**src/rtl/dly_pkg.sv**
```systemverilog
package dly_pkg;

  typedef enum logic [1:0] {
    MODE_PULSE    = 2'b00,
    MODE_ON_DLY   = 2'b01,
    MODE_OFF_DLY  = 2'b10,
    MODE_BOTH_DLY = 2'b11
  } mode_e;

  typedef enum logic [1:0] {
    TB_DIRECT = 2'b00,
    TB_DIV_A  = 2'b01,
    TB_DIV_B  = 2'b10,
    TB_DIV_C  = 2'b11
  } tbase_e;

  // Action requested by one synchronized trigger edge.
  typedef struct packed {
    logic imm;      // apply imm_val to the output now
    logic imm_val;
    logic cancel;   // drop a pending delay
    logic start;    // arm the delay
    logic tgt;      // output level applied when the delay ends
  } act_t;

  function automatic act_t dly_decode(input mode_e mode, input logic rise,
                                      input logic fall, input logic busy);
    act_t a;
    a = '0;
    unique case (mode)
      MODE_PULSE: begin
        if (rise && !busy) begin
          a.imm = 1'b1; a.imm_val = 1'b0;
          a.start = 1'b1; a.tgt = 1'b1;
        end
      end
      MODE_ON_DLY: begin
        if (rise) begin
          a.start = 1'b1; a.tgt = 1'b0;
        end else if (fall) begin
          a.imm = 1'b1; a.imm_val = 1'b1; a.cancel = 1'b1;
        end
      end
      MODE_OFF_DLY: begin
        if (rise) begin
          a.imm = 1'b1; a.imm_val = 1'b0; a.cancel = 1'b1;
        end else if (fall) begin
          a.start = 1'b1; a.tgt = 1'b1;
        end
      end
      MODE_BOTH_DLY: begin
        if (rise) begin
          a.start = 1'b1; a.tgt = 1'b0;
        end else if (fall) begin
          a.start = 1'b1; a.tgt = 1'b1;
        end
      end
      default: a = '0;
    endcase
    return a;
  endfunction

endpackage

```
**src/rtl/dly_sync.sv**
```systemverilog
module dly_sync #(
  parameter int W      = 1,
  parameter int STAGES = 2
) (
  input  logic         clk,
  input  logic         rst_n,
  input  logic [W-1:0] d,
  output logic [W-1:0] q
);

  logic [W-1:0] st_q [STAGES];

  for (genvar g = 0; g < STAGES; g++) begin : g_stage
    if (g == 0) begin : g_first
      always_ff @(posedge clk or negedge rst_n) begin
        if (!rst_n) st_q[g] <= '0;
        else        st_q[g] <= d;
      end
    end else begin : g_next
      always_ff @(posedge clk or negedge rst_n) begin
        if (!rst_n) st_q[g] <= '0;
        else        st_q[g] <= st_q[g-1];
      end
    end
  end

  assign q = st_q[STAGES-1];

endmodule

```
**src/rtl/dly_edge.sv**
```systemverilog
module dly_edge (
  input  logic clk,
  input  logic rst_n,
  input  logic lvl,
  output logic rise,
  output logic fall
);

  logic prev_q;

  always_ff @(posedge clk or negedge rst_n) begin
    if (!rst_n) prev_q <= 1'b0;
    else        prev_q <= lvl;
  end

  assign rise = lvl & ~prev_q;
  assign fall = ~lvl & prev_q;

endmodule

```
**src/rtl/dly_prescaler.sv**
```systemverilog
module dly_prescaler import dly_pkg::*; #(
  parameter int DIV_A = 50,
  parameter int DIV_B = 60,
  parameter int DIV_C = 32768,
  localparam int DIV_MAX = (DIV_A > DIV_B) ? ((DIV_A > DIV_C) ? DIV_A : DIV_C)
                                           : ((DIV_B > DIV_C) ? DIV_B : DIV_C),
  localparam int PC_W = (DIV_MAX > 2) ? $clog2(DIV_MAX) : 1
) (
  input  logic       clk,
  input  logic       rst_n,
  input  logic [1:0] sel,
  input  logic       clr,
  output logic       tick
);

  logic [PC_W-1:0] pcnt_q, pcnt_d;
  logic [PC_W-1:0] last;
  logic            direct;
  logic            pcnt_en;

  always_comb begin
    direct = 1'b0;
    unique case (tbase_e'(sel))
      TB_DIRECT: begin last = '0; direct = 1'b1; end
      TB_DIV_A:  last = PC_W'(DIV_A - 1);
      TB_DIV_B:  last = PC_W'(DIV_B - 1);
      TB_DIV_C:  last = PC_W'(DIV_C - 1);
      default:   begin last = '0; direct = 1'b1; end
    endcase
  end

  assign tick = direct | (pcnt_q == last);

  always_comb begin
    pcnt_en = 1'b1;
    if (clr || direct || (pcnt_q >= last)) pcnt_d = '0;
    else                                   pcnt_d = pcnt_q + 1'b1;
    if (direct && (pcnt_q == '0)) pcnt_en = 1'b0;
  end

  always_ff @(posedge clk or negedge rst_n) begin
    if (!rst_n)       pcnt_q <= '0;
    else if (pcnt_en) pcnt_q <= pcnt_d;
  end

endmodule

```
**src/rtl/dly_ctrl.sv**
```systemverilog
module dly_ctrl import dly_pkg::*; #(
  parameter int DLY_W = 8
) (
  input  logic             clk,
  input  logic             rst_n,
  input  logic [1:0]       mode,
  input  logic [DLY_W-1:0] delay,
  input  logic             rise,
  input  logic             fall,
  input  logic             tick,
  input  logic             abort,
  output logic             busy,
  output logic             pre_clr,
  output logic             out
);

  logic             busy_q, busy_d;
  logic [DLY_W-1:0] rem_q, rem_d;
  logic             tgt_q, tgt_d;
  logic             out_q, out_d;
  logic             start;
  logic             st_en;
  act_t             act;

  always_comb begin
    act    = dly_decode(mode_e'(mode), rise, fall, busy_q);
    busy_d = busy_q;
    rem_d  = rem_q;
    tgt_d  = tgt_q;
    out_d  = out_q;
    start  = 1'b0;

    // expiry of a running delay
    if (busy_q && tick) begin
      if (rem_q == DLY_W'(1)) begin
        busy_d = 1'b0;
        out_d  = tgt_q;
      end else begin
        rem_d = rem_q - 1'b1;
      end
    end

    // edge actions take precedence over a coincident expiry
    if (act.cancel) busy_d = 1'b0;
    if (act.imm)    out_d  = act.imm_val;
    if (act.start) begin
      if (delay == '0) begin
        busy_d = 1'b0;
        out_d  = act.tgt;
      end else begin
        busy_d = 1'b1;
        rem_d  = delay;
        tgt_d  = act.tgt;
        start  = 1'b1;
      end
    end

    if (abort) begin
      busy_d = 1'b0;
      rem_d  = '0;
      tgt_d  = 1'b1;
      out_d  = 1'b1;
      start  = 1'b0;
    end
  end

  assign st_en = abort | busy_q | act.imm | act.start | act.cancel;

  always_ff @(posedge clk or negedge rst_n) begin
    if (!rst_n) begin
      busy_q <= 1'b0;
      rem_q  <= '0;
      tgt_q  <= 1'b1;
      out_q  <= 1'b1;
    end else if (st_en) begin
      busy_q <= busy_d;
      rem_q  <= rem_d;
      tgt_q  <= tgt_d;
      out_q  <= out_d;
    end
  end

  assign busy    = busy_q;
  assign out     = out_q;
  assign pre_clr = start | abort;

endmodule

```
**src/rtl/delay_timer.sv**
```systemverilog
module delay_timer #(
  parameter int DLY_W       = 8,
  parameter int SYNC_STAGES = 2,
  parameter int DIV_A       = 50,
  parameter int DIV_B       = 60,
  parameter int DIV_C       = 32768
) (
  input  logic             clk,
  input  logic             rst_n,
  input  logic             trig_i,
  input  logic             abort_i,
  input  logic [1:0]       mode_i,
  input  logic [DLY_W-1:0] delay_i,
  input  logic [1:0]       tick_sel_i,
  output logic             dly_out_o
);

  localparam int N_SYNC = 2;

  logic [N_SYNC-1:0] sync_q;
  logic              trig_s;
  logic              abort_s;
  logic              trig_rise;
  logic              trig_fall;
  logic              tick;
  logic              pre_clr;
  logic              busy;

  dly_sync #(.W(N_SYNC), .STAGES(SYNC_STAGES)) u_sync (
    .clk   (clk),
    .rst_n (rst_n),
    .d     ({abort_i, trig_i}),
    .q     (sync_q)
  );

  assign trig_s  = sync_q[0];
  assign abort_s = sync_q[1];

  dly_edge u_edge (
    .clk   (clk),
    .rst_n (rst_n),
    .lvl   (trig_s),
    .rise  (trig_rise),
    .fall  (trig_fall)
  );

  dly_prescaler #(.DIV_A(DIV_A), .DIV_B(DIV_B), .DIV_C(DIV_C)) u_pre (
    .clk   (clk),
    .rst_n (rst_n),
    .sel   (tick_sel_i),
    .clr   (pre_clr),
    .tick  (tick)
  );

  dly_ctrl #(.DLY_W(DLY_W)) u_ctrl (
    .clk     (clk),
    .rst_n   (rst_n),
    .mode    (mode_i),
    .delay   (delay_i),
    .rise    (trig_rise),
    .fall    (trig_fall),
    .tick    (tick),
    .abort   (abort_s),
    .busy    (busy),
    .pre_clr (pre_clr),
    .out     (dly_out_o)
  );

endmodule

```
**config.mk**
```make
export PLATFORM = sky130hd
export DESIGN_NAME = delay_timer
export DESIGN_NICKNAME = d
export VERILOG_FILES = /design/src/rtl/dly_pkg.sv /design/src/rtl/dly_sync.sv /design/src/rtl/dly_edge.sv /design/src/rtl/dly_prescaler.sv /design/src/rtl/dly_ctrl.sv /design/src/rtl/delay_timer.sv
export SDC_FILE = /design/constraint.sdc
export NUM_CORES = 1
export LEC_CHECK = 0
export ABC_AREA = 1
export BUFFER_PORTS_ARGS = -buffer_cell sky130_fd_sc_hd__buf_2
export CORE_ASPECT_RATIO = 0.7
export CORE_UTILIZATION = 33
export CTS_BUF_LIST = sky130_fd_sc_hd__clkbuf_16
export DETAILED_ROUTE_END_ITERATION = 12
export GPL_TIMING_DRIVEN = 0
export PLACE_DENSITY_LB_ADDON = 0.12
export SETUP_SLACK_MARGIN = 0.1
export SLEW_MARGIN = 20
export SYNTH_ARGS = -nofsm -noshare
export SYNTH_HDL_FRONTEND = slang
export SYNTH_SLANG_ARGS = --single-unit
```
**constraint.sdc**
```tcl
create_clock -name clk -period 4.15 [get_ports clk]
set_input_delay 0.415 -clock clk [delete_from_list [all_inputs] [get_ports clk]]
set_output_delay 0.415 -clock clk [all_outputs]
set_load 0.005 [all_outputs]
```
==> results.yml <==
synth:
  yosys.area.top_type: "dfrtp_1"
  netlist-cell-type-count: 30
  yosysWarnings: 0
  synth_nets: 361
  synthCells: 319
  yosysSeqAreaShare_pct: 33.1
  synthFlopType: "dfrtp_1"
  ys_async_sr_fraction_pct: 100
  synth_top_area_share_pct: 30.9
  syn_area_sq_um: 2350
  ys_ff_latch: 31
  synth-edff-count: 0
  synth_area_per_cell_sq_um: 7.37
  synthTopCellsByArea: "dfrtp_1 (31%), ha_1 (14%), nand2_1 (11%), inv_1 (7.3%), nor2_1 (7.0%)"
global_route:
  first_global_vias: 1849
  grt_max_degree: 32
  grt_antenna_before_repair: 0
  grt_util_all_layers_pct: 16.4
  grt_first_pass_wirelength_um: 9170
  overflow: 0
detailed_routing:
  drc: 0
  wl_um: 5270
  first_pass_iters: 4
  ant_nets: 0
  first_iter_violations: 74
  wire_per_inst_um: 12.1
  via_per_inst: 4.56
  vias: 1994
worst_setup_path:
  reg2regPathDepth: 10
  critPathLaunchType: "input port"
  crit_path_max_fanout: 10
  cp.required_ns: 4.31
  critPathMostFrequentCell: "nand2_1"
  arrival_ns: 2.40
  cp_slowest_cell: "ha_1"
  end_kind: "register"
  r2r-end: "u_ctrl.rem_q[3]"
  cp_cell_sequence: "buf_2 > nand2_1 > ha_1 > nand2_1 > nor2_2 > nand2_1 > o21ai_4 > nand3_1 > nand2_2 > inv_1 > nand3_1 > o211ai_1"
  crit_family: "simple AND/OR/NAND/NOR gates"
  critPathMaxStageDelay_ns: 0.41
  r2r_slack_ns: 2.09
  worst-path-buf-inv: 2
  r2r-start: "u_pre.pcnt_q[13]"
  crit_type: "in2reg"
cts:
  post_cts_buffers: 0
  htreeDepth: 2
  clockBufferDepth: 2
  hold_buffers: 0
  cts-root-buf: "clkbuf_16"
  cts_resized: 0
  cts_sinks: 31
  cts_tree: "done"
  numCtsBuffers: 5
  clkSlewWorstSetupHoldPaths_ns: 0.06
  worstSkewPairLatency_ns: 0.28
floorplanning:
  rows: 25
  pin_count: 17
  fp.dieH_um: 72.6
  core_sq_um: 6820
  dieArea_sq_um: 7470
  start_util_pct: 34.5
  die_w_um: 103
job:
  drv_cap: 0
final_layout:
  final_cell_mix: "nand2_1 (70), inv_1 (47), nor2_1 (44)"
  layout-drive-gt1-share_pct: 13.7
  nets: 384
  diodes: 0
  seq_area_sq_um: 778
  fillCellCount: 753
  area_growth_pct: 14.2
  final_common_cell: "nand2_1"
  multi_input_area_sq_um: 1380
timing:
  clock.fmax_mhz: 446
  fin_crit_ns: 2.24
  rsz0062_at_grt: "false"
  tns_ns: 0
  slew_violations: 0
  post-route-period-util_pct: 54.0
  hold_viol: 0
  timing.final.ws_setup_ns: 1.91
  setup_violations: 0
  skew_ns: 0.00650
  slew_headroom_pct: 51.9
  tightest_slew_ns: 0.722
place:
  hpwl_um: 4180
  place.gp.congestion: 0.837
  pre_cts_ws_ns: 1.61
  port_buffers: 16
power:
  power_mw: 0.864
  ir_drop_v: 0.000181
  p_leak_nw: 1.31
  power_density_nw_per_um2: 322
status:
  status: "completed"
min_path:
  hold_class: "in2async"
-- flip-flops by register name, indices dropped and copies added (netlist names) --
name           cells
u_sync.st_q        2
u_ctrl.out         1
u_ctrl.rem_q       8
u_sync.q           2
u_ctrl.tgt_q       1
u_ctrl.busy        1
u_edge.prev_q      1
u_pre.pcnt_q      15
-- cells in the mapped netlist, types with 2 or more instances --
library cell   n
nor2_1        44
xor2_1         7
nor3_1         4
nand3_1       22
nor2_2         7
inv_1         46
nand2_1       70
nor3_2         3
nand3_2        2
inv_2          2
nand2_2        4
o21ai_0       14
dfstp_2        2
a21oi_1       13
nand4_1        6
o211ai_1       5
dfrtp_1       29
nor4_1         2
ha_1          26
-- layer usage --
metal / GRT usage [%] / up-vias / share of wire [%]
li1: - / 1074 / -
met1: 26.8 / 884 / 59
met2: 20.5 / 28 / 35
met3: 3.45 / 8 / 3.9
met4: 5.16 / 0 / 1.3
met5: 0 / - / 0
-- logic make-up after synthesis --
kind of cell             count (synthesis)  synth area share [%]
flip-flops                              31                  33.1
AO/OA/AOI/OAI                           35                  8.79
XOR/XNOR                                 8                  2.98
buffers and inverters                   49                  8.15
AND/OR/NAND/NOR                        170                  33.1
adder cells (fa/ha/maj)                 26                  13.8
-- final cells by class --
class                      instances  share of cell area, %
multi-input combinational        239                   51.4
sequential                        31                   29.0
inverter                          48                   6.71
clock buffer                       5                   4.66
tap                               94                   4.38
timing repair buffer              16                   2.98
clock inverter                     3                  0.420
buffer                             1                  0.420
-- stage by stage --
stage                     utilization (%)  instances  hold WS [ns]  area [sq um]
after floorplan                         -        319         0.119          2350
after global placement               37.4        429         0.334          2550
after detailed placement             37.4        429         0.335          2550
after CTS                            39.4        437         0.227          2680
after global routing                 39.4        437         0.234          2680
final                                39.4        437         0.189          2680
-- how the worst max path moves through the flow --
stage / endpoint / slack (ns) / startpoint / cells after the start
final: u_ctrl.rem_q[3] / 1.91 / tick_sel_i[1] / 12
after global placement: u_ctrl.rem_q[2] / 1.64 / tick_sel_i[1] / 12
after floorplan: u_ctrl.rem_q[5] / 2.11 / tick_sel_i[0] / 13
after global routing: u_ctrl.rem_q[2] / 1.63 / tick_sel_i[1] / 12
after detailed placement: u_ctrl.rem_q[3] / 1.61 / tick_sel_i[1] / 12
after CTS: u_ctrl.rem_q[3] / 1.90 / tick_sel_i[1] / 12
-- power by group --
group	internal [mW]	switching, mW	leakage, nW
Clock	0.216	0.137	0.0701
Combinational	0.0596	0.106	0.838
Sequential	0.323	0.0222	0.407
Total	0.598	0.265	1.31
No activity file was read; power rests on OpenSTA's default activity.
